$ cat src/rtl/gpio_port_pkg.sv
package gpio_port_pkg;

   // Pin function select codes
   typedef enum logic [1:0] {
      FSEL_IR_OFF = 2'd0,
      FSEL_IR     = 2'd1,
      FSEL_GPIO   = 2'd2,
      FSEL_SERIAL = 2'd3
   } fsel_e;

   // Register selected by an address
   typedef enum logic [1:0] {
      RSEL_DIR  = 2'd0,
      RSEL_DATA = 2'd1,
      RSEL_INV  = 2'd2,
      RSEL_NONE = 2'd3
   } rsel_e;

   localparam int SLOT_STRIDE = 4;
   localparam int SLOT0_BASE  = 'hE0;

endpackage

$ cat src/rtl/gpio_port_regs.sv
module gpio_port_regs
   import gpio_port_pkg::*;
#(
   parameter int DATA_W    = 8,
   parameter int PIN_COUNT = 8
) (
   input  logic              clk,
   input  logic              rst_n,
   input  logic              wr_en,
   input  rsel_e             wr_sel,
   input  logic [DATA_W-1:0] wr_data,
   output logic [DATA_W-1:0] dir_q,
   output logic [DATA_W-1:0] data_q,
   output logic [DATA_W-1:0] inv_q
);
   localparam logic [DATA_W-1:0] IMPL_MASK = DATA_W'((64'd1 << PIN_COUNT) - 64'd1);

   logic [DATA_W-1:0] wr_masked;
   assign wr_masked = wr_data & IMPL_MASK;

   always_ff @(posedge clk or negedge rst_n) begin
      if (!rst_n) begin
         dir_q  <= IMPL_MASK;
         data_q <= '0;
         inv_q  <= '0;
      end else if (wr_en) begin
         case (wr_sel)
            RSEL_DIR:  dir_q  <= wr_masked;
            RSEL_DATA: data_q <= wr_masked;
            RSEL_INV:  inv_q  <= wr_masked;
            default:   ;
         endcase
      end
   end

   // A direction write lands the masked value on the next edge
   AST_DIR_WRITE: assert property (@(posedge clk) disable iff (!rst_n)
      (wr_en && wr_sel == RSEL_DIR) |=> (dir_q == ($past(wr_data) & IMPL_MASK)));

   // A non-matching address leaves the inversion register unchanged
   AST_NONE_HOLDS: assert property (@(posedge clk) disable iff (!rst_n)
      (wr_en && wr_sel == RSEL_NONE) |=> $stable(inv_q));

endmodule

$ cat src/rtl/gpio_port_sync.sv
module gpio_port_sync #(
   parameter int DATA_W    = 8,
   parameter int PIN_COUNT = 8,
   parameter int STAGES    = 2
) (
   input  logic              clk,
   input  logic              rst_n,
   input  logic [DATA_W-1:0] pad_in,
   output logic [DATA_W-1:0] sync_q
);
   localparam logic [DATA_W-1:0] IMPL_MASK = DATA_W'((64'd1 << PIN_COUNT) - 64'd1);

   logic [DATA_W-1:0] raw_last;

   for (genvar i = 0; i < DATA_W; i++) begin : g_pin
      logic [STAGES-1:0] chain;
      always_ff @(posedge clk or negedge rst_n) begin
         if (!rst_n) chain <= '0;
         else        chain <= {chain[STAGES-2:0], pad_in[i]};
      end
      assign raw_last[i] = chain[STAGES-1];
   end

   assign sync_q = raw_last & IMPL_MASK;

   // Elapsed-cycle counter so the delay check never looks before reset
   logic [1:0] warm_cnt;
   always_ff @(posedge clk or negedge rst_n) begin
      if (!rst_n)              warm_cnt <= '0;
      else if (warm_cnt != 2'd3) warm_cnt <= warm_cnt + 2'd1;
   end

   AST_SYNC_DELAY: assert property (@(posedge clk) disable iff (!rst_n)
      (warm_cnt >= 2'd2) |-> (sync_q == ($past(pad_in, 2) & IMPL_MASK)));

endmodule

$ cat src/rtl/gpio_port_drive.sv
module gpio_port_drive #(
   parameter int DATA_W    = 8,
   parameter int PIN_COUNT = 8
) (
   input  logic              clk,
   input  logic              rst_n,
   input  logic              active,
   input  logic              drive_pp,
   input  logic [DATA_W-1:0] dir_q,
   input  logic [DATA_W-1:0] data_q,
   input  logic [DATA_W-1:0] inv_q,
   output logic [DATA_W-1:0] pad_oe,
   output logic [DATA_W-1:0] pad_out,
   output logic [DATA_W-1:0] od_release
);
   for (genvar i = 0; i < DATA_W; i++) begin : g_pin
      if (i < PIN_COUNT) begin : g_impl
         logic level;
         logic is_out;
         assign level         = data_q[i] ^ inv_q[i];
         assign is_out        = ~dir_q[i];
         assign pad_oe[i]     = active & is_out & (drive_pp | ~level);
         assign pad_out[i]    = pad_oe[i] & level;
         assign od_release[i] = is_out & ~drive_pp & level;
      end else begin : g_absent
         assign pad_oe[i]     = 1'b0;
         assign pad_out[i]    = 1'b0;
         assign od_release[i] = 1'b0;
      end
   end

   // A pin configured as input is never driven
   AST_INPUT_FLOAT: assert property (@(posedge clk) disable iff (!rst_n)
      (pad_oe & dir_q) == '0);

   // A released open-drain pin is never driven
   AST_RELEASE_FLOAT: assert property (@(posedge clk) disable iff (!rst_n)
      (pad_oe & od_release) == '0);

endmodule

$ cat src/rtl/gpio_port_readback.sv
module gpio_port_readback
   import gpio_port_pkg::*;
#(
   parameter int DATA_W = 8
) (
   input  rsel_e             rd_sel,
   input  logic [DATA_W-1:0] dir_q,
   input  logic [DATA_W-1:0] data_q,
   input  logic [DATA_W-1:0] inv_q,
   input  logic [DATA_W-1:0] sync_q,
   input  logic [DATA_W-1:0] od_release,
   output logic [DATA_W-1:0] rd_data
);
   logic [DATA_W-1:0] use_pin;
   logic [DATA_W-1:0] data_view;

   assign use_pin   = dir_q | od_release;
   assign data_view = (use_pin & (sync_q ^ inv_q)) | (~use_pin & data_q);

   always_comb begin
      case (rd_sel)
         RSEL_DIR:  rd_data = dir_q;
         RSEL_DATA: rd_data = data_view;
         RSEL_INV:  rd_data = inv_q;
         default:   rd_data = '0;
      endcase
   end

endmodule

$ cat src/rtl/gpio_port.sv
module gpio_port
   import gpio_port_pkg::*;
#(
   parameter int DATA_W    = 8,
   parameter int ADDR_W    = 8,
   parameter int PIN_COUNT = 8,
   parameter int SLOT      = 0
) (
   input  logic              clk,
   input  logic              rst_n,
   input  logic              wr_en,
   input  logic [ADDR_W-1:0] wr_addr,
   input  logic [DATA_W-1:0] wr_data,
   input  logic [ADDR_W-1:0] rd_addr,
   output logic [DATA_W-1:0] rd_data,
   input  logic              port_en,
   input  logic              drive_pp,
   input  logic [1:0]        func_sel,
   input  logic [DATA_W-1:0] pad_in,
   output logic [DATA_W-1:0] pad_oe,
   output logic [DATA_W-1:0] pad_out
);
   localparam int BASE_ADDR = SLOT0_BASE + SLOT_STRIDE * SLOT;
   localparam logic [DATA_W-1:0] IMPL_MASK = DATA_W'((64'd1 << PIN_COUNT) - 64'd1);

   // Elaboration-time parameter checks
   if (PIN_COUNT < 1 || PIN_COUNT > DATA_W) begin : g_bad_pins
      $error("gpio_port: PIN_COUNT out of range");
   end
   if (SLOT < 0 || SLOT > 1) begin : g_bad_slot
      $error("gpio_port: SLOT must be 0 or 1");
   end
   if (ADDR_W < 8) begin : g_bad_addr
      $error("gpio_port: ADDR_W must be at least 8");
   end

   function automatic rsel_e sel_of(input logic [ADDR_W-1:0] a);
      if (a == ADDR_W'(BASE_ADDR))     return RSEL_DIR;
      if (a == ADDR_W'(BASE_ADDR + 1)) return RSEL_DATA;
      if (a == ADDR_W'(BASE_ADDR + 2)) return RSEL_INV;
      return RSEL_NONE;
   endfunction

   rsel_e             wr_sel;
   rsel_e             rd_sel;
   logic              active;
   logic [DATA_W-1:0] dir_q;
   logic [DATA_W-1:0] data_q;
   logic [DATA_W-1:0] inv_q;
   logic [DATA_W-1:0] sync_q;
   logic [DATA_W-1:0] od_release;

   assign wr_sel = sel_of(wr_addr);
   assign rd_sel = sel_of(rd_addr);
   assign active = port_en && (func_sel == FSEL_GPIO);

   gpio_port_regs #(.DATA_W(DATA_W), .PIN_COUNT(PIN_COUNT)) u_regs (
      .clk     (clk),
      .rst_n   (rst_n),
      .wr_en   (wr_en),
      .wr_sel  (wr_sel),
      .wr_data (wr_data),
      .dir_q   (dir_q),
      .data_q  (data_q),
      .inv_q   (inv_q)
   );

   gpio_port_sync #(.DATA_W(DATA_W), .PIN_COUNT(PIN_COUNT), .STAGES(2)) u_sync (
      .clk    (clk),
      .rst_n  (rst_n),
      .pad_in (pad_in),
      .sync_q (sync_q)
   );

   gpio_port_drive #(.DATA_W(DATA_W), .PIN_COUNT(PIN_COUNT)) u_drive (
      .clk        (clk),
      .rst_n      (rst_n),
      .active     (active),
      .drive_pp   (drive_pp),
      .dir_q      (dir_q),
      .data_q     (data_q),
      .inv_q      (inv_q),
      .pad_oe     (pad_oe),
      .pad_out    (pad_out),
      .od_release (od_release)
   );

   gpio_port_readback #(.DATA_W(DATA_W)) u_read (
      .rd_sel     (rd_sel),
      .dir_q      (dir_q),
      .data_q     (data_q),
      .inv_q      (inv_q),
      .sync_q     (sync_q),
      .od_release (od_release),
      .rd_data    (rd_data)
   );

   // No drive while the port is disabled
   AST_OFF_NO_DRIVE: assert property (@(posedge clk) disable iff (!rst_n)
      !port_en |-> (pad_oe == '0));

   // No drive while another pin function is selected
   AST_FUNC_NO_DRIVE: assert property (@(posedge clk) disable iff (!rst_n)
      (func_sel != FSEL_GPIO) |-> (pad_oe == '0));

   // Open-drain never actively drives high
   AST_OD_LOW_ONLY: assert property (@(posedge clk) disable iff (!rst_n)
      !drive_pp |-> ((pad_oe & pad_out) == '0));

   // A level appears only on a driven pin
   AST_OUT_QUIET: assert property (@(posedge clk) disable iff (!rst_n)
      (pad_out & ~pad_oe) == '0);

   // Absent pins stay silent on the pads and on read data
   AST_ABSENT_ZERO: assert property (@(posedge clk) disable iff (!rst_n)
      ((pad_oe | pad_out | rd_data) & ~IMPL_MASK) == '0);

endmodule

$ cat config.mk
export PLATFORM = sky130hd
export DESIGN_NAME = gpio_port
export DESIGN_NICKNAME = d
export VERILOG_FILES = /design/src/rtl/gpio_port_pkg.sv /design/src/rtl/gpio_port_regs.sv /design/src/rtl/gpio_port_sync.sv /design/src/rtl/gpio_port_drive.sv /design/src/rtl/gpio_port_readback.sv /design/src/rtl/gpio_port.sv
export SDC_FILE = /design/constraint.sdc
export NUM_CORES = 1
export LEC_CHECK = 0
export ABC_AREA = 1
export BUFFER_PORTS_ARGS = -buffer_cell sky130_fd_sc_hd__buf_2
export CELL_PAD_IN_SITES_DETAIL_PLACEMENT = 1
export CELL_PAD_IN_SITES_GLOBAL_PLACEMENT = 1
export CORE_MARGIN = 2
export CORE_UTILIZATION = 33
export DETAILED_ROUTE_END_ITERATION = 7
export HOLD_SLACK_MARGIN = 0.15
export PLACE_DENSITY_LB_ADDON = 0.1
export SYNTH_ARGS = -nofsm -noshare
export SYNTH_HDL_FRONTEND = slang
export SYNTH_SLANG_ARGS = --single-unit
$ cat constraint.sdc
create_clock -name clk -period 0.91 [get_ports clk]
set_input_delay 0.091 -clock clk [delete_from_list [all_inputs] [get_ports clk]]
set_output_delay 0.091 -clock clk [all_outputs]
set_load 0.02 [all_outputs]
==> results of run 1 <==
-- area by class of cell --
cell class / count / area [um2]
Clock buffer: 7 / 96.3
Multi-Input combinational cell: 179 / 1390
Clock inverter: 1 / 30.0
Sequential cell: 40 / 1020
Inverter: 50 / 188
Fill cell: 739 / 2280
Tap cell: 77 / 96.3
Timing Repair Buffer: 145 / 1220
-- routing by layer --
metal / routed length, um / part of all wire / track usage / vias up
met4: 211 / 0.026 / 0.0447 / 0
met3: 237 / 0.029 / 0.0334 / 16
met2: 4500 / 0.55 / 0.402 / 48
met1: 3170 / 0.39 / 0.256 / 1152
met5: 0 / 0 / 0 / -
li1: - / - / - / 1150
-- worst max-delay path, stage by stage (launching register included) --
cell     delay (ns)
dfrtp_2        0.45
inv_2          0.06
nand2_4        0.08
nand3_4        0.10
nand2_2        0.11
nand2_1        0.08
nand3_2        0.07
nand3_2        0.08
buf_6          0.14
-- state kept, by name (all words and copies together), names as in the netlist --
register            cells
u_sync.g_pin.chain     16
u_regs.dir_q            8
u_regs.data_q           8
u_regs.inv_q            8
-- cells by family after synthesis --
family,Yosys count,share of synthesized area
buffers and inverters,55,0.107
and+or+nand+nor,147,0.310
DFF,40,0.470
AOI/OAI and AO/OA,24,0.0802
xor gates and xnor gates,8,0.0326
-- cells in the final DEF (no fill, tap or decap), drive strengths merged, types with 2 or more instances in the layout --
| master | Yosys | routed |
|---|---|---|
| nand3b | 2 | 2 |
| clkbuf | 0 | 7 |
| nor2 | 12 | 12 |
| dfrtp | 32 | 32 |
| o21ai | 24 | 24 |
| xnor2 | 8 | 8 |
| inv | 50 | 50 |
| nand3 | 51 | 51 |
| buf | 5 | 128 |
| dlygate4sd3 | 0 | 17 |
| nand2 | 77 | 77 |
| dfstp | 8 | 8 |
-- cells in the mapped netlist (all sizes together) --
cell and count:
nor2 12, nand2 77, nand3 51, nor3 1, nor3b 1, nand3b 2
dfrtp 32, nand4 1, buf 5, xnor2 8, dfstp 8, nor2b 1
and3 1, o21ai 24, inv 50
-- power by group through the flow --
stage                     logic [uW]  registers (uW)  clock network (uW)
after floorplan                  363            1960                   0
after global placement           709            1960                   0
after detailed placement         737            1970                   0
after CTS                        891            1940                1640
after global routing            1130            1970                1710
final                           1040            1960                1640
-- worst min-delay path by stage --
stage / start / endpoint / slack, ns / cells after the start
after floorplan: rst_n / u_regs.data_q[0] / -0.20 / 0
after CTS: rst_n / u_sync.g_pin[3].chain[0] / 0.18 / 2
after detailed placement: rst_n / u_sync.g_pin[3].chain[0] / -0.03 / 1
after global placement: rst_n / u_sync.g_pin[3].chain[0] / -0.03 / 1
final: rst_n / u_sync.g_pin[3].chain[0] / 0.21 / 2
after global routing: rst_n / u_sync.g_pin[2].chain[1] / 0.23 / 2
-- per-stage QoR --
step                      TNS, ns  hold slack (ns)  total power (uW)  utilization
after detailed placement    -8.56          -0.0300              2700        0.503
after floorplan             -1.14           -0.205              2320            -
after global routing       -14.09            0.232              4810        0.639
after CTS                  -11.91            0.183              4470        0.594
final                      -12.50            0.207              4640        0.639
after global placement      -6.89          -0.0319              2670        0.503
-- repair_timing --
action / in CTS / in global routing
setup buffers: 6 / 8
gates resized for setup: 75 / 59
endpoints found under the hold margin: 65 / 0
setup endpoints to repair: 24 / 24
hold buffers: 17 / 0
pin swaps: 5 / 14
==> metrics, run 1 <==
largest net degree at the start of global routing=33; setup-violating endpoint count in the final report=24; Critical path destination=rd_data[4]; Sw Ratio=0.277; die height=84.8 um; fin cells=499; CTS tree=done; clk_skew=0.00328 ns; Row Count=29; first-pass GRT wire length=12100 um; Post-Synthesis Cells=274; pwr dens=1150 nW/um2; WS Path Type=reg -> out; core footprint=6310 um2; unrepaired setup endpoints after global routing=yes; Root Buffer=clkbuf_8; P_leak=0.00202 uW; HP Class=in -> async; Critical Path RT=0.82 ns; crit path time final=1.57 ns; Reg-to-Reg Start=u_regs.data_q[7]; TritonCTS buffer count=5; Final ANT Viol Nets=0; Synth Warn #=0; Max transition margin=0.834; synthesized flop and latch total=40; Crit Path Max Fanout=4; via-per-instance ratio=4.74; Syn Area/Cell=7.85 um2; Internal Power=3360 uW; drt drc=0; GRT Resource Usage Total=0.214; worst-margin pin slew=0.248 ns; Final Wtd Congestion=0.817; Die W=84.8 um; final global-route overflow total=0; WP data arrival=1.47 ns; Clock transition at path regs=0.08 ns; Placed Cells=461; status=complete, but fails checks; Worst setup EP type=output pin; Yosys cell types=21; capturing point of the worst reg2reg path=u_regs.data_q[7]; failing checks=negative setup slack; VDD IR max=0.000959 V; DPL Wire Length=4810 um; die area=7180 um2; number of max-cap violations=0; critical path launch point type=register; final wirelength=8120 um; H-Tree Depth=2; Worst Setup SP=u_regs.inv_q[4]; Max Root-Sink Buffers=2; first drt pass iteration count=4; design area=4040 um2; Net Count, Synth=313; synthesis-to-layout area growth=87.5%; diode count=0; share of the synthesized area in the top cell type=0.372; pre-CTS worst setup slack=-0.298 ns; Slew Limit Fails=0; Seq pwr share=0.421; vias in the first global route=2540; Fmax=0.639 GHz; initial antenna violation count=0; Hold Vio Cnt, Final=0; register area share after synthesis=0.470; Clock Power Share=0.354; Port Buffers=62; detailed-route via count=2366; share of post-route cells with drive strength above 1=0.630; Period Utilization, post-route=1.72; nets=460; WL/cell=16.3 um; final worst-path setup slack=-0.656 ns; R2R depth=4; Mapped Area=2150 um2; starting density of the core=0.341; IO Pins=63; later-pin clock latency in the skew report=0.30 ns; Area contributors post-synth=dfrtp_1 37%, nand2_1 13%, nand3_1 11%; DRT iter0 DRCs=78; DP Area=3180 um2; Sw Pwr=1290 uW; top cell type by total area after synthesis=dfrtp_1; power share of the combinational group=0.225; CTS sink cnt=40; R2R Setup Slk=0.01 ns
Power figures use the tool's default switching activity.
==> run 2, diff against run 1 <==
CORE_UTILIZATION = 34   (was 33)
SYNTH_HIERARCHICAL = 1   (was unset)
==> run 2 against run 1 <==
  * The flow still finishes with violations (negative setup slack)
  * Combinational power is 22% higher
  * Via count rose by 29%
  * Design area is 8.5% higher
  * Critical path depth increased by 3
  * Sequential cell count stayed put
  * Sequential share of layout area fell by 2.1 points
  * Clock skew fell by 0.0024 ns
  * Setup slack got worse by 0.092 ns
  * Maximum frequency decreased by 5.5%
  * Register-to-register slack got worse by 0.09 ns
==> metrics, run 2 <==
status=complete, but fails checks (unchanged); failing checks=negative setup slack (unchanged); share of the synthesized area in the top cell type=0.311 (was 0.372); final worst-path setup slack=-0.748 ns (was -0.656 ns); synthesized flop and latch total=40 (unchanged); XOR/XNOR share of the synthesized area=0 (was 0.0326); starting density of the core=0.353 (was 0.341); largest net degree at the start of global routing=20 (was 33); vias in the first global route=3126 (was 2540); GRT Resource Usage Total=0.223 (was 0.214); VDD IR max=0.000633 V (was 0.000959 V); DP Area=3440 um2 (was 3180 um2); Root Buffer=clkbuf_8 (unchanged); Crit Path Max Fanout=4 (unchanged); top cell type by total area after synthesis=dfrtp_1 (unchanged); Row Count=31 (was 29); Yosys cell types=16 (was 21); IO Pins=63 (unchanged); CTS sink cnt=40 (unchanged); Most used DFF post-synth=dfrtp_1 (unchanged); Area contributors post-synth=dfrtp_1 31%, nand2_1 24%, inv_1 11% (was dfrtp_1 37%, nand2_1 13%, nand3_1 11%); final wirelength=9830 um (was 8120 um); crit-path cells=inv_2 -> nand2_2 -> nand3_2 -> nor2_2 -> inv_1 -> nand2_1 -> nand3_1 -> nand2_1 -> nand2_1 -> nand3_2 -> buf_6 (was inv_2 -> nand2_4 -> nand3_4 -> nand2_2 -> nand2_1 -> nand3_2 -> nand3_2 -> buf_6); diode count=0 (unchanged); WS Path Type=reg -> out (unchanged); initial antenna violation count=0 (unchanged); fin cells=641 (was 499); clk_skew=0.000849 ns (was 0.00328 ns); synthesis-to-layout area growth=70.2% (was 87.5%); later-pin clock latency in the skew report=0.30 ns (about the same); Biggest register=u_sync/g_pin.chain (was u_sync.g_pin.chain); DRT iter0 DRCs=105 (was 78); Worst setup EP type=output pin (unchanged); critical path launch point type=register (unchanged); top-count cell post-synth=nand2_1 (unchanged); number of max-cap violations=0 (unchanged); first drt pass iteration count=4 (unchanged); leading cell types in the layout, fill and taps excluded=123 x nand2_1, 53 x buf_6, 49 x buf_4 (was 56 x buf_4, 49 x nand2_1, 39 x buf_2); R2R depth=4 (unchanged); Reg-to-Reg Start=u_regs/dir_q[3] (was u_regs.data_q[7]); Critical Path Slowest Stage Cell=dfrtp_1 (was dfrtp_2); final global-route overflow total=0 (unchanged); pre-CTS worst setup slack=-0.418 ns (was -0.298 ns); core footprint=7290 um2 (was 6310 um2); Hold Vio Cnt, Final=0 (unchanged); worst path bufs/invs=3 (was 2); mux cell area share after synthesis=0 (unchanged); post-synthesis compound-gate area fraction=0 (was 0.0802); unrepaired setup endpoints after global routing=yes (unchanged); max reg flops=16 (unchanged); capturing point of the worst reg2reg path=u_regs/dir_q[3] (was u_regs.data_q[7]); Final ANT Viol Nets=0 (unchanged); detailed-route via count=3052 (was 2366); Post-Synth Adder-Cell Area=0 (unchanged); Slew Limit Fails=0 (unchanged); Clock transition at path regs=0.08 ns (about the same); Period Utilization, post-route=1.82 (was 1.72); Final Util=0.601 (was 0.639); pwr dens=1050 nW/um2 (was 1150 nW/um2); die area=8280 um2 (was 7180 um2); Post-Synthesis Cells=387 (was 274); CTS tree=done (unchanged); die height=91.0 um (was 84.8 um); Post-synth EDFFs=0 (unchanged); Placed Cells=599 (was 461); CP Depth=11 (was 8); Fmax=0.603 GHz (was 0.639 GHz); ys async rst share=1.00 (unchanged); share of post-route cells with drive strength above 1=0.509 (was 0.630); HP Class=in -> async (unchanged); # fillers=945 (was 739); DPL Wire Length=6060 um (was 4810 um); Final Wtd Congestion=0.809 (was 0.817); post-synthesis simple-gate area fraction=0.444 (was 0.310); Synth Warn #=6 (was 0); design area=4380 um2 (was 4040 um2); P_leak=0.00242 uW (was 0.00202 uW); Max transition margin=0.792 (was 0.834); family with the most delay on the worst path=simple AND/OR/NAND/NOR gates (unchanged); most common cell after layout, fill and taps aside=nand2_1 (was buf_4); Commonest cells post-synth=163 x nand2_1, 74 x inv_1, 45 x nand3_1 (was 77 x nand2_1, 50 x inv_1, 49 x nand3_1); Syn Area/Cell=6.65 um2 (was 7.85 um2); drt drc=0 (unchanged); worst-margin pin slew=0.311 ns (was 0.248 ns); Critical Path RT=0.82 ns (about the same); H-Tree Depth=2 (unchanged); Top cell by count, worst path=nand2_1 (was nand3_2); register area share after synthesis=0.393 (was 0.470); setup-violating endpoint count in the final report=29 (was 24); WL/cell=15.3 um (was 16.3 um); Mapped Area=2570 um2 (was 2150 um2); TritonCTS buffer count=5 (unchanged); crit-path max cell delay=0.43 ns (was 0.45 ns); crit path time final=1.66 ns (was 1.57 ns); first-pass GRT wire length=14900 um (was 12100 um); Max Root-Sink Buffers=2 (unchanged); Port Buffers=62 (unchanged); R2R Setup Slk=-0.08 ns (was 0.01 ns); Net Count, Synth=426 (was 313); Die W=91.0 um (was 84.8 um); largest family of logic cells by synthesized area=simple AND/OR/NAND/NOR gates (unchanged); WP data arrival=1.57 ns (was 1.47 ns); via-per-instance ratio=4.76 (was 4.74); Tot Pwr=4580 uW (was 4640 uW); nets=581 (was 460)
run 2: cell count changes after synthesis, sizes merged, moves of 2 or more:
cell	previous run	this run
inv	50	76
buf	5	14
nor2	12	27
nand3b	2	0
nand4	1	16
nand2	77	164
o21ai	24	0
xnor2	8	0
run 2: cells by family (layout without fill, tap and decap cells):
logic type	after synthesis	in the layout
DFF	40	40
and+or+nand+nor	257	257
buffers and inverters	90	245
run 2: cell type report:
cell class | instances | area, um2 | area share
multi-input cells | 257 | 1440 | 0.328
repair buffers | 162 | 1410 | 0.322
flip-flops and latches | 40 | 1020 | 0.232
inverters | 76 | 297 | 0.0677
well taps | 99 | 124 | 0.0283
clock buffers | 7 | 96.3 | 0.0220
run 2: layer usage:
metal	vias up	part of all wire	GRT usage
met5	-	0	0
met4	0	0.016	0.0606
met3	15	0.036	0.0299
met2	78	0.54	0.404
met1	1483	0.40	0.277
li1	1476	-	-
run 2: repair_timing:
| item | in CTS | in global routing |
|---|---|---|
| hold buffers | 17 | 0 |
| endpoints found under the hold margin | 68 | 0 |
| buffers inserted | 21 | 20 |
| setup endpoints to repair | 24 | 47 |
| pin swaps | 27 | 24 |
| gates resized for setup | 88 | 101 |
run 2: power breakdown:
part           leakage, uW  switching [uW]  internal, uW
Sequential        0.000481            96.9          1870
Clock            0.0000503             662           677
Combinational      0.00189             641           630
Total              0.00242            1400          3180
run 2: worst reg2reg max path: cells and delay by family (launching register included):
family,cells,cell delay [ns]
simple gates,2,0.13
buf+inv,2,0.22
flops,1,0.59
run 2: worst max path at each step:
stage | start | slack (ns) | end
CTS | u_regs/data_q[0] | -0.68 | rd_data[0]
finish | u_regs/inv_q[6] | -0.75 | rd_data[6]
global placement | u_regs/inv_q[5] | -0.37 | rd_data[5]
floorplan | u_regs/inv_q[5] | -0.21 | rd_data[5]
detailed placement | u_regs/inv_q[6] | -0.42 | rd_data[6]
global route | u_regs/data_q[4] | -0.91 | rd_data[4]
run 2: metrics by stage:
| step | hold WS [ns] | setup TNS [ns] |
|---|---|---|
| floorplan | -0.205 | -1.69 |
| global placement | -0.0116 | -11.13 |
| detailed placement | -0.00237 | -12.31 |
| CTS | 0.211 | -12.63 |
| global route | 0.236 | -15.92 |
| finish | 0.205 | -13.65 |
